==> src/rtl/dmareg_pkg.sv <==
package dmareg_pkg;
   localparam int REG_W     = 32;
   localparam int GROUP_SZ  = 8;
   localparam int NIB_W     = 4;
   localparam int ERR_BASE  = 8;
   localparam int ST_BASE   = 16;
   localparam int EN_HI_OFS = 8;

   localparam logic [2:0] W_CTL_LO = 3'd0;
   localparam logic [2:0] W_CTL_RS = 3'd1;
   localparam logic [2:0] W_ENABLE = 3'd2;
   localparam logic [2:0] W_CTL_HI = 3'd3;
   localparam logic [2:0] W_STS_LO = 3'd4;
   localparam logic [2:0] W_STS_RS = 3'd5;
   localparam logic [2:0] W_STS_HI = 3'd6;

   typedef enum logic [1:0] {
      MODE_OFF    = 2'd0,
      MODE_CHAIN  = 2'd1,
      MODE_SINGLE = 2'd2,
      MODE_KEEP   = 2'd3
   } xfer_mode_e;
endpackage

==> src/rtl/dmareg_chan_ctl.sv <==
module dmareg_chan_ctl
   import dmareg_pkg::*;
(
   input  logic       clk,
   input  logic       rst_n,
   input  logic       wr_hit,
   input  logic [3:0] wr_nib,
   output logic [1:0] mode,
   output logic       dir,
   output logic       start_stb,
   output logic       stop_stb
);
   logic take;

   assign take      = wr_hit && (wr_nib[1:0] != MODE_KEEP);
   assign start_stb = take && (wr_nib[1:0] != MODE_OFF);
   assign stop_stb  = take && (wr_nib[1:0] == MODE_OFF);

   always_ff @(posedge clk or negedge rst_n) begin
      if (!rst_n) begin
         mode <= MODE_OFF;
         dir  <= 1'b0;
      end else if (take) begin
         mode <= wr_nib[1:0];
         dir  <= wr_nib[2];
      end
   end

   a_r3_keep_holds : assert property (@(posedge clk) disable iff (!rst_n)
      (wr_hit && wr_nib[1:0] == MODE_KEEP) |=> ($stable(mode) && $stable(dir)));

   a_r4_start_runs : assert property (@(posedge clk) disable iff (!rst_n)
      start_stb |=> (mode != MODE_OFF));

   a_r4_stop_idles : assert property (@(posedge clk) disable iff (!rst_n)
      stop_stb |=> (mode == MODE_OFF));

   a_r4_one_strobe : assert property (@(posedge clk) disable iff (!rst_n)
      $onehot0({start_stb, stop_stb}));
endmodule

==> src/rtl/dmareg_chan_stat.sv <==
module dmareg_chan_stat (
   input  logic clk,
   input  logic rst_n,
   input  logic done,
   input  logic err,
   input  logic st_wr,
   input  logic clr_pend,
   input  logic clr_err,
   input  logic en_wr,
   input  logic en_val,
   output logic pend,
   output logic errf,
   output logic en
);
   always_ff @(posedge clk or negedge rst_n) begin
      if (!rst_n) begin
         pend <= 1'b0;
         errf <= 1'b0;
         en   <= 1'b0;
      end else begin
         if (done || err)
            pend <= 1'b1;
         else if (st_wr && clr_pend)
            pend <= 1'b0;

         if (err)
            errf <= 1'b1;
         else if (st_wr && (clr_pend || clr_err))
            errf <= 1'b0;

         if (en_wr)
            en <= en_val;
      end
   end

   a_r7_err_needs_pend : assert property (@(posedge clk) disable iff (!rst_n)
      errf |-> pend);

   a_r7_pulse_sets : assert property (@(posedge clk) disable iff (!rst_n)
      (done || err) |=> pend);

   a_r9_set_beats_clear : assert property (@(posedge clk) disable iff (!rst_n)
      (st_wr && clr_pend && err) |=> (pend && errf));

   a_r8_clear_drops : assert property (@(posedge clk) disable iff (!rst_n)
      (st_wr && clr_pend && !done && !err) |=> (!pend && !errf));
endmodule

==> src/rtl/dmareg_rdmux.sv <==
module dmareg_rdmux
   import dmareg_pkg::*;
#(
   parameter int NUM_CH = 12
)(
   input  logic [2:0]          word_sel,
   input  logic [2*NUM_CH-1:0] mode,
   input  logic [NUM_CH-1:0]   dir,
   input  logic [NUM_CH-1:0]   en,
   input  logic [NUM_CH-1:0]   pend,
   input  logic [NUM_CH-1:0]   errf,
   input  logic [2*NUM_CH-1:0] state,
   output logic [REG_W-1:0]    rdata
);
   logic [REG_W-1:0] p_ctl_lo [NUM_CH];
   logic [REG_W-1:0] p_ctl_hi [NUM_CH];
   logic [REG_W-1:0] p_en     [NUM_CH];
   logic [REG_W-1:0] p_st_lo  [NUM_CH];
   logic [REG_W-1:0] p_st_hi  [NUM_CH];

   for (genvar c = 0; c < NUM_CH; c++) begin : g_part
      localparam bit HI   = (c >= GROUP_SZ);
      localparam int SLOT = HI ? c - GROUP_SZ : c;
      localparam int ENB  = HI ? c + EN_HI_OFS : c;
      logic [REG_W-1:0] nib_w;
      logic [REG_W-1:0] st_w;
      assign nib_w = {{(REG_W-3){1'b0}}, dir[c], mode[2*c +: 2]} << (NIB_W*SLOT);
      assign st_w  = ({{(REG_W-1){1'b0}}, pend[c]} << SLOT)
                   | ({{(REG_W-1){1'b0}}, errf[c]} << (SLOT + ERR_BASE))
                   | ({{(REG_W-2){1'b0}}, state[2*c +: 2]} << (ST_BASE + 2*SLOT));
      assign p_ctl_lo[c] = HI ? '0 : nib_w;
      assign p_ctl_hi[c] = HI ? nib_w : '0;
      assign p_st_lo[c]  = HI ? '0 : st_w;
      assign p_st_hi[c]  = HI ? st_w : '0;
      assign p_en[c]     = {{(REG_W-1){1'b0}}, en[c]} << ENB;
   end

   always_comb begin
      logic [REG_W-1:0] w_cl, w_ch, w_en, w_sl, w_sh;
      w_cl = '0; w_ch = '0; w_en = '0; w_sl = '0; w_sh = '0;
      for (int c = 0; c < NUM_CH; c++) begin
         w_cl |= p_ctl_lo[c];
         w_ch |= p_ctl_hi[c];
         w_en |= p_en[c];
         w_sl |= p_st_lo[c];
         w_sh |= p_st_hi[c];
      end
      case (word_sel)
         W_CTL_LO: rdata = w_cl;
         W_CTL_HI: rdata = w_ch;
         W_ENABLE: rdata = w_en;
         W_STS_LO: rdata = w_sl;
         W_STS_HI: rdata = w_sh;
         default:  rdata = '0;
      endcase
   end
endmodule

==> src/rtl/dmareg_bank.sv <==
module dmareg_bank
   import dmareg_pkg::*;
#(
   parameter int NUM_CH = 12
)(
   input  logic                clk,
   input  logic                rst_n,
   input  logic                reg_wr,
   input  logic [2:0]          reg_word,
   input  logic [31:0]         reg_wdata,
   output logic [31:0]         reg_rdata,
   output logic [2*NUM_CH-1:0] ch_mode,
   output logic [NUM_CH-1:0]   ch_dir,
   output logic [NUM_CH-1:0]   ch_start,
   output logic [NUM_CH-1:0]   ch_stop,
   input  logic [2*NUM_CH-1:0] ch_state,
   input  logic [NUM_CH-1:0]   ch_done,
   input  logic [NUM_CH-1:0]   ch_err,
   output logic                irq
);
   if (!(NUM_CH == 4 || NUM_CH == 8 || NUM_CH == 12)) begin : g_bad_num_ch
      $error("dmareg_bank: NUM_CH must be 4, 8 or 12 (R11)");
   end

   logic [NUM_CH-1:0] pend_v, errf_v, en_v;

   for (genvar c = 0; c < NUM_CH; c++) begin : g_ch
      localparam bit HI   = (c >= GROUP_SZ);
      localparam int SLOT = HI ? c - GROUP_SZ : c;
      localparam int ENB  = HI ? c + EN_HI_OFS : c;
      localparam logic [2:0] CTL_W = HI ? W_CTL_HI : W_CTL_LO;
      localparam logic [2:0] STS_W = HI ? W_STS_HI : W_STS_LO;

      dmareg_chan_ctl u_ctl (
         .clk       (clk),
         .rst_n     (rst_n),
         .wr_hit    (reg_wr && (reg_word == CTL_W)),
         .wr_nib    (reg_wdata[NIB_W*SLOT +: NIB_W]),
         .mode      (ch_mode[2*c +: 2]),
         .dir       (ch_dir[c]),
         .start_stb (ch_start[c]),
         .stop_stb  (ch_stop[c])
      );

      dmareg_chan_stat u_stat (
         .clk      (clk),
         .rst_n    (rst_n),
         .done     (ch_done[c]),
         .err      (ch_err[c]),
         .st_wr    (reg_wr && (reg_word == STS_W)),
         .clr_pend (reg_wdata[SLOT]),
         .clr_err  (reg_wdata[SLOT + ERR_BASE]),
         .en_wr    (reg_wr && (reg_word == W_ENABLE)),
         .en_val   (reg_wdata[ENB]),
         .pend     (pend_v[c]),
         .errf     (errf_v[c]),
         .en       (en_v[c])
      );
   end

   dmareg_rdmux #(.NUM_CH(NUM_CH)) u_rd (
      .word_sel (reg_word),
      .mode     (ch_mode),
      .dir      (ch_dir),
      .en       (en_v),
      .pend     (pend_v),
      .errf     (errf_v),
      .state    (ch_state),
      .rdata    (reg_rdata)
   );

   assign irq = |(pend_v & en_v);

   a_r1_reserved_no_effect : assert property (@(posedge clk) disable iff (!rst_n)
      (reg_wr && (reg_word == W_CTL_RS || reg_word == W_STS_RS))
         |=> ($stable(ch_mode) && $stable(ch_dir)));

   a_r1_reserved_no_strobe : assert property (@(posedge clk) disable iff (!rst_n)
      (reg_wr && reg_word == W_CTL_RS) |-> (ch_start == '0 && ch_stop == '0));

   a_r10_enabled_pulse_irq : assert property (@(posedge clk) disable iff (!rst_n)
      (((ch_done | ch_err) & en_v) != '0 && !(reg_wr && reg_word == W_ENABLE)) |=> irq);
endmodule

==> config.mk <==
export PLATFORM = sky130hd
export DESIGN_NAME = dmareg_bank
export DESIGN_NICKNAME = d
export VERILOG_FILES = /design/src/rtl/dmareg_pkg.sv /design/src/rtl/dmareg_chan_ctl.sv /design/src/rtl/dmareg_chan_stat.sv /design/src/rtl/dmareg_rdmux.sv /design/src/rtl/dmareg_bank.sv
export SDC_FILE = /design/constraint.sdc
export NUM_CORES = 1
export LEC_CHECK = 0
export BUFFER_PORTS_ARGS = -buffer_cell sky130_fd_sc_hd__buf_2
export CAP_MARGIN = 20
export CORE_MARGIN = 5
export CORE_UTILIZATION = 52
export DETAILED_ROUTE_END_ITERATION = 10
export GPL_TIMING_DRIVEN = 0
export PLACE_DENSITY = 0.95
export SETUP_SLACK_MARGIN = 0.1
export SLEW_MARGIN = 30
export SYNTH_ARGS = -nofsm -noshare
export SYNTH_HDL_FRONTEND = slang
export SYNTH_HIERARCHICAL = 1
export SYNTH_SLANG_ARGS = --single-unit
==> constraint.sdc <==
create_clock -name clk -period 3.9 [get_ports clk]
set_input_delay 0.195 -clock clk [delete_from_list [all_inputs] [get_ports clk]]
set_output_delay 0.195 -clock clk [all_outputs]
set_load 0.005 [all_outputs]
==> results.md <==
- The flow ran to the end, and the final reports show no timing, DRC or antenna violations.
- The area growth from synthesis to layout is 31.1%.
- The share of post-route cells with drive strength above 1 is 46.1%.
- The number of different library cells used by synthesis comes to 36.
- After clock tree synthesis, the setup repair step added 0 buffers.
- The count of nets left with antenna violations once routing finished came out at 0.
- The max capacitance violation total is 0.
- The wire length of the first global-routing pass is 20400 um.
- The clock-pin transition on the worst setup and hold timing paths is 0.07 ns.
- The total area inside the core boundary comes to 0.00765 mm^2.
- The final setup violation count is 0.
- Based on the critical path, the design can be clocked at up to 0.543 GHz.
- The type of the tightest min-delay check is in -> reg.
- The post-detailed-route DRC marker count is 0.
- The final count of pins violating max slew came to 0.
- The cell area that synthesis handed to floorplanning was 0.00405 mm^2.
- The number of vias per cell is 5.73.
- For the pin with the worst max-slew slack, the measured transition is 0.721 ns.
- The number of global-route vias before repair was 3959.
- The highest fanout seen on the critical path is 12.
- The HPWL after detailed placement is 9920 um.
- The tree built by TritonCTS fans out to 72 sinks.
- The leakage component of the power is 2.56 nW.
- The count of flip-flops with a built-in enable after synthesis is 0.
- For this configuration, the core starts out at a cell density of 53.0%.
- After the last flow step, the layout net total stands at 646.
- The worst stage delay on the critical path is 0.34 ns.
- The normalized max-slew margin is 51.9%.
- The overall die area is 0.00966 mm^2.
- The register bit total from synthesis is 72.
- The detailed router placed 3806 vias in this run.
- The ratio of total power to cell area is 384 mW/mm^2.
- Input and output buffers added on the ports amount to 175.
- The clock reaches the later pin of the worst-skew pair after 0.33 ns.
- Power comes to 0.00204 W.
- The kind of end point of the critical path is an output port.
- Setup repair after global routing left no endpoint under its margin.
- The clock period minus worst slack is 1.84 ns.
- The dominant cell type by area after synthesis is dfrtp_1.
- Ranked by total cell area, the synthesized netlist is headed by dfrtp_1 44%, mux2_4 5.9%, mux2_2 4.4%.
- The count of H-tree levels built during CTS is 3.
- The number of warning messages in the yosys log is 6.
- Of the synthesized area, sequential elements account for 44.4%.
- Summed over its instances, the top area cell type makes up 44.4% of the synthesized netlist area.
- The cell family contributing the most delay on the critical path is simple AND/OR/NAND/NOR gates.
- The placer congestion estimate is 0.940.
- The async set or reset register ratio after synthesis is 100%.
- The slowest stage of the critical path is the nor3_2 cell.
- The number of buffer and inverter stages on the critical path is 4.
- The worst IR drop on VDD is 0.227 mV.
- Among all flip-flop cells after synthesis, the most frequent one is dfrtp_1.
- The critical path launch point type is an input pin.
- The post-route worst hold slack is 0.0445 ns.
- When the netlist entered floorplanning its net count stood at 454.
- Entering global routing, the biggest net connects 46 pins.
- Wires add up to 12900 um.
- After routing, the total negative slack on setup checks comes to 0 ns.
- The number of buffers created by CTS is 9.
- The worst clock skew on the final layout is 0 ns.
- After floorplanning, the core was divided into 32 placement rows.
- The I/O pin count is 179.
- The number of antenna diodes in the final layout is 0.
- The total overflow left after global routing is 0.
- For this run, the total global-route usage over all layers was measured as 26.5%.
- For the worst setup path, the data required time is 3.70 ns.
- Counting along the longest clock path gives a buffer depth of 2.
- Data arrives at the worst endpoint at 1.65 ns.
- The per-instance average area after synthesis is 11.0 um^2.
- In this run, the number of DRC markers left after iteration 0 of detailed routing was 220.
- The critical path is of the in -> out type.
- The number of hold-slack violations in the final timing report came to 0.
- From left edge to right edge, the die measures 98.3 um.
- Clock tree synthesis selected as its root buffer the cell clkbuf_8.
- The count of cells along the worst hold path is 2.
- The number of detailed-route iterations in the first pass is 5.
- The critical path runs through a total of 8 cells.
- The cell count after synthesis is 368.
- In the finished design, the share of the clock period the worst path needs comes to 47.2%.
- Measured in cells, the most critical reg-to-reg path has a length of 1.
- The mean routed wirelength per cell is 19.4 um.
- The CTS tree is built.
- The critical path goes through buf_2 > nand2b_1 > nor3_2 > buf_4 > buf_4 > nand2b_1 > nor2_1 > buf_2.
- The initial antenna violation count came to 0.
- The floorplan die height is 98.3 um.
==> layer usage <==
layer,share of wire (%),GRT usage [%],wire [um]
met1,38,32.2,4900
met3,6.3,4.93,814
met5,0,0,0
met2,52,45.8,6740
met4,3.4,11.6,437
==> cell type report <==
| type | instances | area, um^2 |
|---|---|---|
| plain buffers | 12 | 90.1 |
| clock buffers | 13 | 179 |
| flip-flops and latches | 72 | 1800 |
| repair buffers | 181 | 938 |
| multi-input cells | 272 | 2130 |
| fillers | 594 | 2330 |
| well taps | 102 | 128 |
| inverters | 12 | 45.0 |
==> placed cells by master (no fill, tap or decap), drive strengths merged, types with 3 or more instances in the layout <==
| cell | count |
|---|---|
| o2bb2ai | 3 |
| dfrtp | 72 |
| a22o | 3 |
| nand2 | 15 |
| mux2i | 17 |
| nor2 | 35 |
| inv | 12 |
| a211o | 12 |
| nor3 | 5 |
| mux4 | 3 |
| a221o | 6 |
| o21ai | 12 |
| a221oi | 3 |
| a21oi | 13 |
| xor2 | 12 |
| a22oi | 11 |
| nand2b | 15 |
| o21a | 12 |
| a21boi | 12 |
| o22ai | 3 |
| clkbuf | 14 |
| a21o | 12 |
| mux2 | 32 |
| buf | 191 |
| nor2b | 15 |
| and2 | 16 |
==> report_power, final <==
part	total, W	switching, W	internal, W	leakage, nW
logic	0.000524	0.000236	0.000288	1.68
registers	0.000972	0.000107	0.000865	0.784
clock network	0.000544	0.000254	0.000291	0.0935
==> repair_timing <==
item	4_1_cts	5_1_grt
hold buffers	1	0
endpoints found under the hold margin	44	0
resized for setup	0	0
==> worst paths after layout <==
path                                                 start                                end  slack, ns
max in group asynchronous                            rst_n  g_ch[9].u_ctl/mode[0]$_DFFE_PN0P_       2.94
min                                             ch_done[9]    g_ch[9].u_stat/pend$_DFFE_PN0P_       0.04
min reg2reg                g_ch[7].u_stat/errf$_DFFE_PN0P_    g_ch[7].u_stat/errf$_DFFE_PN0P_       0.47
max                                            reg_word[2]                         ch_stop[1]       2.06
min in group asynchronous                            rst_n   g_ch[11].u_stat/pend$_DFFE_PN0P_       0.39
max reg2reg                g_ch[0].u_stat/pend$_DFFE_PN0P_    g_ch[0].u_stat/pend$_DFFE_PN0P_       3.08
==> synth_stat cells (13+ instances only) <==
library cell,n
a21oi_1,13
and2_1,16
dfrtp_1,72
mux2_2,16
mux2_4,16
mux2i_1,17
nand2_1,15
nand2b_1,15
nor2_1,33
nor2b_1,15
==> state kept, by name, indices dropped and copies added (netlist names) <==
| register | count |
|---|---|
| g_ch.u_stat/pend | 12 |
| g_ch.u_stat/en | 12 |
| g_ch.u_ctl/dir | 12 |
| g_ch.u_stat/errf | 12 |
| g_ch.u_ctl/mode | 24 |
==> through the flow <==
stage               setup WS (ns)  cells  util [%]  area (um^2)
floorplan                    1.59    368         -         4050
global placement            0.231    645      66.1         5060
detailed placement           2.00    650      67.0         5120
CTS                          2.07    664      69.5         5310
global route                 1.90    664      69.5         5310
finish                       2.06    664      69.5         5310
==> logic make-up (layout without fill, tap and decap cells) <==
| group | count (synthesis) | after routing | share of synthesized area (%) |
|---|---|---|---|
| flops | 72 | 72 | 44.4 |
| compound gates | 102 | 102 | 19.8 |
| xor+xnor | 12 | 12 | 2.59 |
| mux | 52 | 52 | 16.3 |
| simple gates | 106 | 106 | 13.5 |
| buf+inv | 24 | 218 | 3.33 |
No activity file was read; power rests on OpenSTA's default activity.
